--- src/rtl/pvdev_pkg.sv ---
package pvdev_pkg;

  // header offsets; a driver decodes these positions, so they are fixed
  localparam int OFS_HOST_FEAT  = 0;
  localparam int OFS_GUEST_FEAT = 4;
  localparam int OFS_QPFN       = 8;
  localparam int OFS_QLEN       = 12;
  localparam int OFS_QSEL       = 14;
  localparam int OFS_NOTIFY     = 16;
  localparam int OFS_STATUS     = 18;
  localparam int OFS_ISR        = 19;
  localparam int OFS_CFG_VEC    = 20;
  localparam int OFS_Q_VEC      = 22;

  localparam int HDR_LEN_LEGACY = 20;
  localparam int HDR_LEN_MSG    = 24;

  localparam int FEAT_NOTIFY_EMPTY = 24;
  localparam int FEAT_INDIRECT     = 28;
  localparam int FEAT_BAD          = 30;
  localparam logic [31:0] FIXED_FEATS = (32'h1 << FEAT_NOTIFY_EMPTY)
                                      | (32'h1 << FEAT_INDIRECT)
                                      | (32'h1 << FEAT_BAD);

  localparam logic [15:0] NO_VECTOR = 16'hFFFF;

  typedef enum logic [3:0] {
    RG_NONE, RG_HOST_FEAT, RG_GUEST_FEAT, RG_QPFN, RG_QLEN, RG_QSEL,
    RG_NOTIFY, RG_STATUS, RG_ISR, RG_CFG_VEC, RG_Q_VEC
  } reg_id_e;

  function automatic logic [31:0] size_mask(input logic [1:0] sz);
    case (sz)
      2'd0:    size_mask = 32'h0000_00FF;
      2'd1:    size_mask = 32'h0000_FFFF;
      default: size_mask = 32'hFFFF_FFFF;
    endcase
  endfunction

endpackage

--- src/rtl/pvdev_decode.sv ---
module pvdev_decode
  import pvdev_pkg::*;
#(
  parameter int AW = 8
) (
  input  logic [AW-1:0] addr,
  input  logic          msg_en,
  output reg_id_e       rid,
  output logic          in_win,
  output logic [AW-1:0] win_off
);
  localparam logic [AW-1:0] LEN_LEGACY = AW'(HDR_LEN_LEGACY);
  localparam logic [AW-1:0] LEN_MSG    = AW'(HDR_LEN_MSG);

  logic [AW-1:0] hdr_len;

  always_comb begin
    hdr_len = msg_en ? LEN_MSG : LEN_LEGACY;
    in_win  = (addr >= hdr_len);
    win_off = addr - hdr_len;
    rid     = RG_NONE;
    if (!in_win) begin
      case (int'(addr))
        OFS_HOST_FEAT:  rid = RG_HOST_FEAT;
        OFS_GUEST_FEAT: rid = RG_GUEST_FEAT;
        OFS_QPFN:       rid = RG_QPFN;
        OFS_QLEN:       rid = RG_QLEN;
        OFS_QSEL:       rid = RG_QSEL;
        OFS_NOTIFY:     rid = RG_NOTIFY;
        OFS_STATUS:     rid = RG_STATUS;
        OFS_ISR:        rid = RG_ISR;
        OFS_CFG_VEC:    rid = RG_CFG_VEC;
        OFS_Q_VEC:      rid = RG_Q_VEC;
        default:        rid = RG_NONE;
      endcase
    end
  end
endmodule

--- src/rtl/pvdev_queue_table.sv ---
module pvdev_queue_table
  import pvdev_pkg::*;
#(
  parameter int NQ  = 8,
  parameter int QSW = 3
) (
  input  logic           clk,
  input  logic           clr,
  input  logic [QSW-1:0] sel,
  input  logic           pfn_we,
  input  logic [31:0]    pfn_wd,
  input  logic           vec_we,
  input  logic [15:0]    vec_wd,
  output logic [31:0]    pfn_rd,
  output logic [15:0]    vec_rd
);
  logic [31:0] pfn_mem [NQ];
  logic [15:0] vec_mem [NQ];

  always_ff @(posedge clk) begin
    if (clr) begin
      for (int i = 0; i < NQ; i++) begin
        pfn_mem[i] <= '0;
        vec_mem[i] <= NO_VECTOR;
      end
    end else begin
      if (pfn_we) pfn_mem[sel] <= pfn_wd;
      if (vec_we) vec_mem[sel] <= vec_wd;
    end
  end

  assign pfn_rd = pfn_mem[sel];
  assign vec_rd = vec_mem[sel];
endmodule

--- src/rtl/pvdev_isr.sv ---
module pvdev_isr (
  input  logic       clk,
  input  logic       clr,
  input  logic       rd_ack,
  input  logic [7:0] raise,
  input  logic       legacy_en,
  output logic [7:0] isr_q,
  output logic       irq_q
);
  logic [7:0] isr_next;

  always_comb begin
    isr_next = (rd_ack ? 8'h00 : isr_q) | raise;
  end

  always_ff @(posedge clk) begin
    if (clr) begin
      isr_q <= 8'h00;
      irq_q <= 1'b0;
    end else begin
      isr_q <= isr_next;
      irq_q <= isr_next[0] & legacy_en;
    end
  end
endmodule

--- src/rtl/pvdev_regs.sv ---
module pvdev_regs
  import pvdev_pkg::*;
#(
  parameter int          AW            = 8,
  parameter int          NQ            = 8,
  parameter int          NUM_VEC       = 4,
  parameter int          QLEN          = 256,
  parameter logic [31:0] HOST_FEAT     = 32'h0000_0021,
  parameter logic [31:0] FALLBACK_FEAT = 32'h0000_0000
) (
  input  logic          clk,
  input  logic          rst,
  input  logic          msi_en,
  input  logic          req_valid,
  input  logic          req_write,
  input  logic [1:0]    req_size,
  input  logic [AW-1:0] req_addr,
  input  logic [31:0]   req_wdata,
  output logic          resp_valid,
  output logic [31:0]   resp_rdata,
  output logic          cfg_valid,
  output logic          cfg_write,
  output logic [1:0]    cfg_size,
  output logic [AW-1:0] cfg_off,
  output logic [31:0]   cfg_wdata,
  input  logic [31:0]   cfg_rdata,
  input  logic [7:0]    isr_raise,
  output logic          irq,
  output logic          notify_valid,
  output logic [15:0]   notify_idx
);
  localparam int QSW = (NQ > 1) ? $clog2(NQ) : 1;
  localparam logic [31:0] QLEN_WORD = 32'(QLEN) & 32'h0000_FFFF;

  reg_id_e       rid;
  logic          in_win;
  logic [AW-1:0] win_off;

  pvdev_decode #(.AW(AW)) u_dec (
    .addr    (req_addr),
    .msg_en  (msi_en),
    .rid     (rid),
    .in_win  (in_win),
    .win_off (win_off)
  );

  logic [31:0] wmask, wd;
  logic        hdr_wr, hdr_rd, soft_rst, clr;
  logic [15:0] vec_val;

  always_comb begin
    wmask    = size_mask(req_size);
    wd       = req_wdata & wmask;
    hdr_wr   = req_valid & req_write & ~in_win;
    hdr_rd   = req_valid & ~req_write & ~in_win;
    soft_rst = hdr_wr & (((rid == RG_STATUS) && (wd[7:0] == 8'h00)) ||
                         ((rid == RG_QPFN) && (wd == 32'h0)));
    clr      = rst | soft_rst;
    vec_val  = (wd < 32'(NUM_VEC)) ? wd[15:0] : NO_VECTOR;
  end

  // device control state
  logic [31:0]    guest_feat_q;
  logic [7:0]     status_q;
  logic [QSW-1:0] qsel_q;
  logic [15:0]    cfg_vec_q;

  always_ff @(posedge clk) begin
    if (clr) begin
      guest_feat_q <= '0;
      status_q     <= '0;
      qsel_q       <= '0;
      cfg_vec_q    <= NO_VECTOR;
    end else if (hdr_wr) begin
      case (rid)
        RG_GUEST_FEAT: guest_feat_q <= wd[FEAT_BAD] ? FALLBACK_FEAT : wd;
        RG_STATUS:     status_q     <= wd[7:0];
        RG_QSEL:       if (wd < 32'(NQ)) qsel_q <= wd[QSW-1:0];
        RG_CFG_VEC:    cfg_vec_q    <= vec_val;
        default:       ;
      endcase
    end
  end

  logic [31:0] pfn_rd;
  logic [15:0] qvec_rd;

  pvdev_queue_table #(.NQ(NQ), .QSW(QSW)) u_qtab (
    .clk    (clk),
    .clr    (clr),
    .sel    (qsel_q),
    .pfn_we (hdr_wr && (rid == RG_QPFN) && (wd != 32'h0)),
    .pfn_wd (wd),
    .vec_we (hdr_wr && (rid == RG_Q_VEC)),
    .vec_wd (vec_val),
    .pfn_rd (pfn_rd),
    .vec_rd (qvec_rd)
  );

  logic [7:0] isr_q;
  logic       irq_q;

  pvdev_isr u_isr (
    .clk       (clk),
    .clr       (clr),
    .rd_ack    (hdr_rd && (rid == RG_ISR)),
    .raise     (isr_raise),
    .legacy_en (~msi_en),
    .isr_q     (isr_q),
    .irq_q     (irq_q)
  );
  assign irq = irq_q;

  // header read mux
  logic [31:0] hdr_val;
  always_comb begin
    case (rid)
      RG_HOST_FEAT:  hdr_val = HOST_FEAT | FIXED_FEATS;
      RG_GUEST_FEAT: hdr_val = guest_feat_q;
      RG_QPFN:       hdr_val = pfn_rd;
      RG_QLEN:       hdr_val = QLEN_WORD;
      RG_QSEL:       hdr_val = 32'(qsel_q);
      RG_STATUS:     hdr_val = {24'h0, status_q};
      RG_ISR:        hdr_val = {24'h0, isr_q};
      RG_CFG_VEC:    hdr_val = {16'h0, cfg_vec_q};
      RG_Q_VEC:      hdr_val = {16'h0, qvec_rd};
      default:       hdr_val = 32'hFFFF_FFFF;
    endcase
  end

  // response and forwarding registers
  logic        resp_valid_q, resp_win_q;
  logic [1:0]  resp_size_q;
  logic [31:0] resp_data_q;
  logic        cfg_valid_q, cfg_write_q;
  logic [1:0]  cfg_size_q;
  logic [AW-1:0] cfg_off_q;
  logic [31:0] cfg_wdata_q;
  logic        notify_valid_q;
  logic [15:0] notify_idx_q;

  always_ff @(posedge clk) begin
    if (rst) begin
      resp_valid_q   <= 1'b0;
      resp_win_q     <= 1'b0;
      resp_size_q    <= 2'd0;
      resp_data_q    <= '0;
      cfg_valid_q    <= 1'b0;
      cfg_write_q    <= 1'b0;
      cfg_size_q     <= 2'd0;
      cfg_off_q      <= '0;
      cfg_wdata_q    <= '0;
      notify_valid_q <= 1'b0;
      notify_idx_q   <= '0;
    end else begin
      resp_valid_q   <= req_valid;
      resp_win_q     <= req_valid & in_win & ~req_write;
      resp_size_q    <= req_size;
      resp_data_q    <= (req_valid && !req_write) ? (hdr_val & wmask) : 32'h0;
      cfg_valid_q    <= req_valid & in_win;
      notify_valid_q <= hdr_wr && (rid == RG_NOTIFY);
      if (req_valid && in_win) begin
        cfg_write_q <= req_write;
        cfg_size_q  <= req_size;
        cfg_off_q   <= win_off;
        cfg_wdata_q <= wd;
      end
      if (hdr_wr && (rid == RG_NOTIFY)) notify_idx_q <= wd[15:0];
    end
  end

  assign resp_valid   = resp_valid_q;
  assign resp_rdata   = resp_win_q ? (cfg_rdata & size_mask(resp_size_q)) : resp_data_q;
  assign cfg_valid    = cfg_valid_q;
  assign cfg_write    = cfg_write_q;
  assign cfg_size     = cfg_size_q;
  assign cfg_off      = cfg_off_q;
  assign cfg_wdata    = cfg_wdata_q;
  assign notify_valid = notify_valid_q;
  assign notify_idx   = notify_idx_q;
endmodule

--- config.mk ---
export PLATFORM = sky130hd
export DESIGN_NAME = pvdev_regs
export DESIGN_NICKNAME = d
export VERILOG_FILES = /design/src/rtl/pvdev_pkg.sv /design/src/rtl/pvdev_decode.sv /design/src/rtl/pvdev_queue_table.sv /design/src/rtl/pvdev_isr.sv /design/src/rtl/pvdev_regs.sv
export SDC_FILE = /design/constraint.sdc
export NUM_CORES = 1
export LEC_CHECK = 0
export ABC_AREA = 1
export BUFFER_PORTS_ARGS = -buffer_cell sky130_fd_sc_hd__buf_2
export CORE_ASPECT_RATIO = 1.2
export CORE_MARGIN = 2
export CORE_UTILIZATION = 30
export DETAILED_ROUTE_END_ITERATION = 12
export PLACE_DENSITY = 0.5
export SLEW_MARGIN = 5
export SYNTH_ARGS = -nofsm -noshare
export SYNTH_HDL_FRONTEND = slang
export SYNTH_HIERARCHICAL = 1
export SYNTH_SLANG_ARGS = --single-unit
--- constraint.sdc ---
create_clock -name clk -period 8.9 [get_ports clk]
set_clock_uncertainty 0.05 [all_clocks]
set_input_delay 0.89 -clock clk [delete_from_list [all_inputs] [get_ports clk]]
set_output_delay 0.89 -clock clk [all_outputs]
set_load 0.02 [all_outputs]
Word level (Yosys, flattened, before mapping):

Memory sizes are Yosys's and may differ from the RTL's. A register that Yosys moved wholly into a read port is not among the register bits.
Cells that the tools add are included.
Widths: inputs -> output; s select.

* ROM bits: 128
* output and inout port bits: 95
* input bits: 87
* RAM bits: 384
* flip-flop bits (word level): 165
* memories kept: 3

* $add $sub $neg: 1
* reduce and logical (&&, ||, !) cells: 24
* eq/ne operators: 12
* $lt $le $gt $ge: 3
* multiplexer cells: 28
* bitwise logic cells: 17

Memories
* u_qtab.pfn_mem: words 8, width 32, rd ports 1, clocked after memory_dff 1, write ports 8, RTL line pvdev_queue_table.sv:17 `logic [31:0] pfn_mem [NQ];`
* (no name shown): words 32, width 4, rd ports 1, clocked after memory_dff 0, write ports 0, RTL line pvdev_decode.sv:23 `case (int'(addr))`
* u_qtab.vec_mem: words 8, width 16, rd ports 1, clocked after memory_dff 1, write ports 8, RTL line pvdev_queue_table.sv:18 `logic [15:0] vec_mem [NQ];`

Operators by type and width (count)
* $pmux 32 s9: 1
* $pmux 32 s2: 2
* $and 32x32->32: 3
* $mux 32: 3
* $logic_not 32->1: 1
* $lt 32x3->1 const B: 1
* $lt 32x4->1 const B: 1
* $mux 16: 2
* $reduce_bool 32->1: 1
* $reduce_or 32->1: 1
* $mux 3: 6
* $eq 4x3->1 const B: 4
* $reduce_or 16->1: 1
* $eq 4x4->1 const B: 3
* $mux 4: 3
* $mux 1: 10
* $logic_and 1x1->1: 9
* $and 1x1->1: 8
* $eq 4x2->1 const B: 2
* $ge 8x8->1: 1
* $logic_not 8->1: 1
* $mux 8: 1
* $or 8x8->8: 1
* $sub 8x8->8: 1
* other kinds (11): 18

Depth between registers and ports, before layout:

Gate-level depths: netlist of the first run.

* word-level depth: 12
* gate-level depth with buffers: 25

Cells and area by module:

The synthesis of the first run kept the hierarchy.

Modules (own cells, without submodules)
* pvdev_queue_table: area an instance 17774.5 um^2, cells an instance 1984, times used 1
* pvdev_regs: area an instance 7025.5 um^2, cells an instance 977, times used 1
* pvdev_decode: area an instance 372.9 um^2, cells an instance 64, times used 1
* pvdev_isr: area an instance 279.0 um^2, cells an instance 31, times used 1

Least setup slack after synthesis of the first run:

Ideal clock, no wire load.

* kind: input to register
* start: input port req_addr[2]
* end: memory u_qtab.pfn_mem[7][0] (enable)
* arrival time: 4310 ps
* slack: 4150 ps
* library setup time: 389 ps
* stages: 21
* data required time: 8461 ps
* path through: inv_2 ha_1 fa_1 inv_1 nand2_4 nand3_4 nor2_4 inv_2 nor2_2 nor2_1 inv_2 nor2_1 buf_2 buf_2 o21ai_0 nor2_1 inv_1 nor2_2 nand4_1 buf_2 nand2_1

RTL lines
* start: declaration: RTL line pvdev_regs.sv:17 `input logic [AW-1:0] req_addr,`
* end: declaration: RTL line pvdev_queue_table.sv:17

==> flow_metrics.py, run 1 <==
metrics = {
    "worst_hold_path": {
        "whs_path_depth": 2,
        "hp-start": "req_write",
        "hold_class": "in -> reg",
        "worstHoldEndpoint": "resp_win_q$_SDFF_PP0_",
    },
    "logic_synthesis": {
        "synth_commonest_cells": "1,309 x nand2_1, 384 x edfxtp_1, 380 x nor2_1, 168 x inv_1, 166 x o21ai_0",
        "synthTopCellsByArea": "edfxtp_1 45%, nand2_1 19%, dfxtp_1 13%",
        "yosysMostFrequentCell": "nand2_1",
        "synth_top_area_share_pct": 45.31,
        "yosysSeqAreaShare_pct": 58.20,
        "ys_types": 44,
        "synth_top_area_cell": "edfxtp_1",
        "synth.net_count": 3146,
        "synth_ff_type": "edfxtp_1",
        "ys_ff_latch": 548,
        "async_reset_ff_share_pct": 0,
        "synthCells": 3056,
        "synth_area_per_cell_um2": 8.329,
        "syn_area_um2": 25450,
        "synth_edf_count": 384,
        "yosysWarningCount": 6,
    },
    "setup_path": {
        "critical_path_class": "in -> reg",
        "worstReg2RegStart": "qsel_q[1]$_SDFFE_PP0P_",
        "end_kind": "flop",
        "crit_path_start_kind": "input port",
        "r2r_end": "u_qtab/pfn_mem[1][20]$_SDFFCE_PN0P_",
        "required_ns": 9.12,
        "reg2regPathDepth": 5,
        "reg2reg_slack_ns": 5.50,
        "worst-path-max-fanout": 55,
        "worst_ep_arrival_time_ns": 5.50,
    },
    "timing": {
        "fin_setup_tns_ns": 0,
        "fin_ws_ns": 3.616,
        "rsz0062_at_grt": "no",
        "fin_crit_sh_pct": 59.37,
        "holdWs_ns": 0.3834,
        "relSlewSlack_pct": 34.02,
        "max_freq_mhz": 189.2,
        "fin_crit_ns": 5.284,
        "slew_violations": 0,
        "tightest_slew_ns": 0.9898,
        "hold_violations": 0,
        "setup_viol": 0,
    },
    "placed_design": {
        "globalplace.congestion": 0.8424,
        "dp_cells": 4214,
        "hpwl_mm": 51.02,
        "post-place-ws_ns": 2.929,
        "io_buffers": 181,
    },
    "clock_network": {
        "clock_sinks": 548,
        "cts_resized": 0,
        "cts.path.max_buffers": 3,
        "cts_buffers": 57,
        "cts_root_buf": "clkbuf_16",
        "clock_latency_ns": 0.64,
        "path_clk_slew_ns": 0.06,
        "cts_hold_buffers": 0,
        "cts_tree": "done",
        "htreeDepth": 2,
        "postCtsSetupBuffers": 0,
    },
    "detailed_routing": {
        "routed_wl_mm": 78.88,
        "vias": 19990,
        "drt-pass1-iter-count": 5,
        "wl_per_cell_um": 18.26,
        "drt_iter0_markers": 1597,
        "drt.antenna.violating_nets": 0,
        "avgViaCountPerCell": 4.627,
        "drc": 0,
    },
    "cells_and_area": {
        "instances_no_fill": 4320,
        "layout-drive-gt1-share_pct": 12.60,
        "antennaDiodeCount": 0,
        "area_growth_pct": 14.50,
        "final_nets": 3233,
    },
    "global_route": {
        "grt_pass1_wl_mm": 118.7,
        "grt.overflow.total": 0,
        "grt_antenna_before_repair": 2,
        "grt_max_degree": 83,
        "grt_pass1_vias": 18950,
        "grt.total_usage_pct": 17.75,
    },
    "die": {
        "die_h_um": 323.1,
        "initial_core_util_pct": 30.13,
        "ioPinCount": 182,
        "num_rows": 117,
        "die_area_um2": 87200,
        "core_area_um2": 84470,
        "fp.dieW_um": 269.9,
    },
    "power": {
        "finalPower_mw": 5.731,
        "leakagePower_nw": 12.44,
        "vdd_ir_drop_max_mv": 0.1424,
        "powerDensity_nw_per_um2": 196.7,
    },
    "outcome": {
        "status": "finished, final reports clean",
    },
    "run": {
        "maxCapViolCount": 0,
    },
}
[worst max-delay path by stage]
stage                 from                                   to  slack, ns  cells after the start
2_1_floorplan  req_addr[2]   u_qtab/pfn_mem[7][0]$_SDFFCE_PN0P_       4.15                     21
3_3_place_gp        msi_en  u_qtab/pfn_mem[4][19]$_SDFFCE_PN0P_       2.97                     21
3_5_place_dp        msi_en  u_qtab/pfn_mem[4][19]$_SDFFCE_PN0P_       2.93                     21
4_1_cts             msi_en   u_qtab/pfn_mem[4][9]$_SDFFCE_PN0P_       3.60                     21
5_1_grt             msi_en   u_qtab/pfn_mem[4][8]$_SDFFCE_PN0P_       3.18                     21
6_report            msi_en  u_qtab/pfn_mem[4][26]$_SDFFCE_PN0P_       3.62                     21
[flip-flops by register name (all words and copies together), names as in the netlist, 2 cells and up]
| register | flops |
|---|---|
| status_q | 8 |
| qsel_q | 3 |
| resp_size_q | 2 |
| u_isr/isr_q | 8 |
| notify_idx | 16 |
| cfg_wdata | 32 |
| u_qtab/vec_mem | 128 |
| cfg_off | 8 |
| u_qtab/pfn_mem | 256 |
| guest_feat_q | 31 |
| cfg_size | 2 |
| resp_data_q | 32 |
| cfg_vec_q | 16 |
[routing by layer]
metal,track usage (%),wire [um],part of all wire [%]
met5,0,22,0.028
met3,2.531,4123,5.2
met4,4.765,1798,2.3
met1,23.33,34390,44
met2,30.54,38540,49
[power breakdown]
part           leakage (nW)  total (mW)  switching, mW  internal [mW]
sequential             5.07        2.84         0.0309           2.81
combinational          6.37       0.310          0.234         0.0756
clock                 0.998        2.58           1.05           1.53
total                  12.4        5.73           1.31           4.42
[layout make-up]
| class | instances | area [um2] |
|---|---|---|
| fill | 8865 | 55330 |
| sequential | 548 | 14820 |
| multi-input combinational | 2143 | 9070 |
| clock buffer | 79 | 1645 |
| tap | 1130 | 1414 |
| timing repair buffer | 204 | 1079 |
| inverter | 189 | 715.7 |
| clock inverter | 27 | 394.1 |
[per-stage QoR]
stage / instance area [um2] / utilization [%]
detailed placement: 27100 / 32.09
global route: 29140 / 34.50
floorplan: 25450 / -
CTS: 29140 / 34.50
finish: 29140 / 34.50
global placement: 27100 / 32.09
[cell usage in the layout (no fill, tap or decap), types with 3 or more instances in the layout]
master     count
nor2_2        22
o211a_1        3
buf_4         23
nor3_1         4
nand2_1     1301
o21ai_0      165
nor3_4         3
clkbuf_16     62
nor3_2         6
a41oi_1        5
a22o_1         4
a21oi_1       57
buf_2        181
nand3_2        5
clkbuf_1      14
a31oi_1       16
nand3_1       95
clkinv_1       5
clkinv_2       7
bufinv_16      8
mux2_2         8
nand4_1        7
dfxtp_1      160
edfxtp_1     384
nand2_2       23
clkbuf_8       3
nor2_4         6
or2_2          3
inv_1        167
o21ai_1       10
nand2_4        3
inv_2         21
nor2_1       378
[cell families (layout without fill, tap and decap cells)]
| family | Yosys count | in the layout | synth area share, % |
|---|---|---|---|
| AND/OR/NAND/NOR | 1862 | 1862 | 29.26 |
| AO/OA/AOI/OAI | 266 | 266 | 5.545 |
| multiplexers | 9 | 9 | 0.3933 |
| adder cells (fa/ha/maj) | 3 | 3 | 0.1770 |
| flip-flops | 548 | 548 | 58.20 |
| buffers and inverters | 365 | 499 | 6.312 |
| XOR/XNOR | 3 | 3 | 0.1033 |
[worst max-delay path, cell delays in order]
cell	delay (ns)
buf_2	0.13
inv_1	0.08
ha_1	0.17
fa_1	0.21
inv_1	0.08
nand2_4	0.07
nand3_4	0.07
nor2_4	0.12
inv_2	0.08
nor2_2	0.18
nor2_1	0.09
inv_2	0.11
nor2_2	0.04
buf_4	0.24
nand4_1	0.14
nand2_1	0.09
nand2_4	0.22
nand2_8	0.30
nor2_2	0.44
nand3_2	0.71
nand2_2	0.97
No activity file was read; power rests on OpenSTA's default activity.
==> inputs of run 2 (changes only) <==
Settings changed: ABC_AREA 1 to 0, PLACE_DENSITY 0.5 to 0.52.
Clock period 8.9 ns to 4.4 ns, I/O delays scaled along.
==> flow_metrics.py, run 2 <==
metrics = {
    "outcome": {
        "status": "finished, final reports clean",
    },
    "power": {
        "netSwitchingFraction_pct": 22.52,
        "clkPwrFrac_pct": 42.3,
        "p_seq_share_pct": 51.9,
        "powerDensity_nw_per_um2": 381.1,
        "leakagePower_nw": 9.792,
        "switchingPower_mw": 2.494,
        "vdd_ir_drop_max_mv": 0.3122,
        "finalPower_mw": 11.08,
        "combPwrFrac_pct": 5.9,
        "cell_internal_pwr_mw": 8.581,
    },
    "die": {
        "num_rows": 115,
        "initial_core_util_pct": 30.25,
        "fp.dieW_um": 266.5,
        "core_area_um2": 82020,
        "ioPinCount": 182,
        "die_h_um": 319.0,
        "die_area_um2": 85030,
    },
    "detailed_routing": {
        "drt.antenna.violating_nets": 0,
        "drt_iter0_markers": 1279,
        "wl_per_cell_um": 22.12,
        "drt-pass1-iter-count": 5,
        "drc": 0,
        "avgViaCountPerCell": 5.243,
        "vias": 17120,
        "routed_wl_mm": 72.23,
    },
    "setup_path": {
        "critPathMaxStageDelay_ns": 0.93,
        "worstReg2RegStart": "qsel_q[1]$_SDFFE_PP0P_",
        "path_buf_inv": 4,
        "end_kind": "flop",
        "reg2regPathDepth": 5,
        "worst_ep_arrival_time_ns": 3.89,
        "crit_top_cell": "buf_4",
        "reg2reg_slack_ns": 1.49,
        "r2r_end": "resp_data_q[3]$_SDFF_PP0_",
        "critical_path.top_delay_family": "compound AO/OA/AOI/OAI gates",
        "required_ns": 4.57,
        "worst-path-max-fanout": 32,
        "critical_path_class": "in -> reg",
        "crit_path_start_kind": "input port",
        "path_cells": "buf_2 -> inv_1 -> ha_1 -> fa_1 -> nor2b_2 -> or4b_4 -> a221oi_4 -> nand2_1 -> buf_4 -> nor3_4 -> o311a_1 -> nand3b_1 -> buf_4 -> o21bai_4",
        "slowest_stage": "o21bai_4",
    },
    "cells_and_area": {
        "final_cell_mix": "384 x edfxtp_1, 259 x nor3_1, 181 x buf_2",
        "antennaDiodeCount": 0,
        "area_growth_pct": 17.15,
        "final_util_pct": 35.44,
        "final_nets": 2260,
        "regMostFlops": "u_qtab/pfn_mem",
        "final_area_um2": 29070,
        "fill_cells": 8050,
        "final_common_cell": "edfxtp_1",
        "reg_top3": "u_qtab/pfn_mem: 256 flops, u_qtab/vec_mem: 128 flops",
        "layout-drive-gt1-share_pct": 25.81,
        "largest_reg_flops": 256,
        "instances_no_fill": 3265,
    },
    "clock_network": {
        "cts_buffers": 54,
        "clock_latency_ns": 0.62,
        "cts_tree": "done",
        "cts_resized": 0,
        "postCtsSetupBuffers": 0,
        "cts_root_buf": "clkbuf_16",
        "clock_sinks": 548,
        "htreeDepth": 2,
        "path_clk_slew_ns": 0.06,
        "cts.path.max_buffers": 3,
    },
    "logic_synthesis": {
        "synth.net_count": 2115,
        "synth_top_area_share_pct": 46.48,
        "synth_ff_type": "edfxtp_1",
        "yosysWarningCount": 6,
        "async_reset_ff_share_pct": 0,
        "synth_commonest_cells": "384 x edfxtp_1, 260 x nor3_1, 164 x dfxtp_1, 135 x nand3b_1, 121 x nand2_1",
        "syn_area_um2": 24810,
        "yosysMostFrequentCell": "edfxtp_1",
        "synth_top_family_by_area": "simple AND/OR/NAND/NOR gates",
        "synth_simple_gate_area_share_pct": 16.25,
        "synthTopCellsByArea": "edfxtp_1 46%, dfxtp_1 13%, mux4_2 8.7%",
        "ys_ff_latch": 548,
        "synth_area_per_cell_um2": 12.25,
        "synth-adder-area-share_pct": 0.1816,
        "yosysSeqAreaShare_pct": 59.71,
        "synthXorXnorAreaFrac_pct": 0.1412,
        "synth_compound_area_share_pct": 6.420,
        "synth_mux_area_share_pct": 12.27,
        "synthCells": 2025,
        "synth_top_area_cell": "edfxtp_1",
        "ys_types": 71,
        "synth_edf_count": 384,
    },
    "global_route": {
        "grt_antenna_before_repair": 1,
        "grt_pass1_vias": 17340,
        "grt.overflow.total": 0,
        "grt_max_degree": 66,
        "grt.total_usage_pct": 16.68,
        "grt_pass1_wl_mm": 108.7,
    },
    "timing": {
        "slew_violations": 0,
        "tightest_slew_ns": 1.224,
        "fin_crit_ns": 3.721,
        "setup_viol": 0,
        "relSlewSlack_pct": 18.18,
        "holdWs_ns": 0.03180,
        "fin_ws_ns": 0.6794,
        "fin_setup_tns_ns": 0,
        "rsz0062_at_grt": "no",
        "hold_violations": 0,
        "fin_crit_sh_pct": 84.56,
        "max_freq_mhz": 268.8,
    },
    "run": {
        "maxCapViolCount": 0,
    },
    "placed_design": {
        "post-place-ws_ns": 0.02775,
        "dp_cells": 3162,
        "io_buffers": 181,
        "globalplace.congestion": 0.7883,
        "hpwl_mm": 48.43,
        "placed_area_um2": 27240,
    },
    "worst_hold_path": {
        "hold_class": "in -> reg",
        "whs_path_depth": 3,
        "hp-start": "isr_raise[4]",
        "worstHoldEndpoint": "u_isr/isr_q[4]$_SDFF_PP0_",
    },
}
-- run 2: cell types whose count changed after synthesis, moves of 49 or more --
cell / change
nand3b_1: +133
clkbuf_1: +66
o21ai_0: -128
nor2_1: -278
mux4_2: +96
nand2_1: -1188
nand3_1: -64
nor3_1: +256
inv_1: -110
mux2_2: +49
a21oi_1: +49
-- run 2: power groups by stage --
stage	Sequential [mW]	Clock (mW)	Combinational, mW
2_1_floorplan	5.86	0	0.339
3_3_place_gp	5.85	0	0.645
3_5_place_dp	5.86	0	0.648
4_1_cts	5.75	4.80	0.654
5_1_grt	5.76	4.98	0.699
6_report	5.74	4.68	0.649
-- run 2: worst max-delay path by stage --
stage / end / slack [ns] / depth (start not counted) / start
2_1_floorplan: u_qtab/pfn_mem[7][0]$_SDFFCE_PN0P_ / 0.004 / 16 / req_addr[2]
3_5_place_dp: u_qtab/pfn_mem[7][24]$_SDFFCE_PN0P_ / 0.03 / 14 / msi_en
4_1_cts: u_qtab/pfn_mem[7][24]$_SDFFCE_PN0P_ / 0.67 / 14 / msi_en
3_3_place_gp: u_qtab/pfn_mem[7][26]$_SDFFCE_PN0P_ / 0.01 / 14 / msi_en
6_report: u_qtab/pfn_mem[7][26]$_SDFFCE_PN0P_ / 0.68 / 14 / msi_en
5_1_grt: u_qtab/pfn_mem[3][7]$_SDFFCE_PN0P_ / 0.48 / 15 / msi_en
-- run 2: cell type report --
| type | instances | area (um2) | area share (%) |
|---|---|---|---|
| Clock buffer | 76 | 1583 | 5.446 |
| Clock inverter | 22 | 195.2 | 0.6715 |
| Inverter | 91 | 346.6 | 1.192 |
| Multi-Input combinational cell | 1189 | 8930 | 30.72 |
| Sequential cell | 548 | 14820 | 51.00 |
| Tap cell | 1053 | 1318 | 4.533 |
| Timing Repair Buffer | 286 | 1869 | 6.431 |
-- run 2: metal layers --
metal  up-vias  global-route usage [%]  part of all wire (%)
met1      8658                   20.94                    41
met4         2                   5.531                   3.1
li1       7836                       -                     -
met5         -                       0                 0.018
met3        99                   2.301                   5.1
met2       522                   29.36                    51
-- run 2: logic make-up after synthesis --
logic type | count (synthesis)
buf+inv | 288
compound gates | 256
flops | 548
mux | 177
xor+xnor | 4
fa+ha+maj | 3
simple gates | 749
-- run 2: tightest hold or removal path, delay by kind of cell --
| family | cells | cell delay (ns) |
|---|---|---|
| buf+inv | 2 | 0.15 |
| compound gates | 1 | 0.05 |
-- run 2: repair_timing --
item / in CTS / in global routing
endpoints found under the hold margin: 5 / 0
hold buffers: 5 / 0
endpoints found under the setup margin: 0 / 0
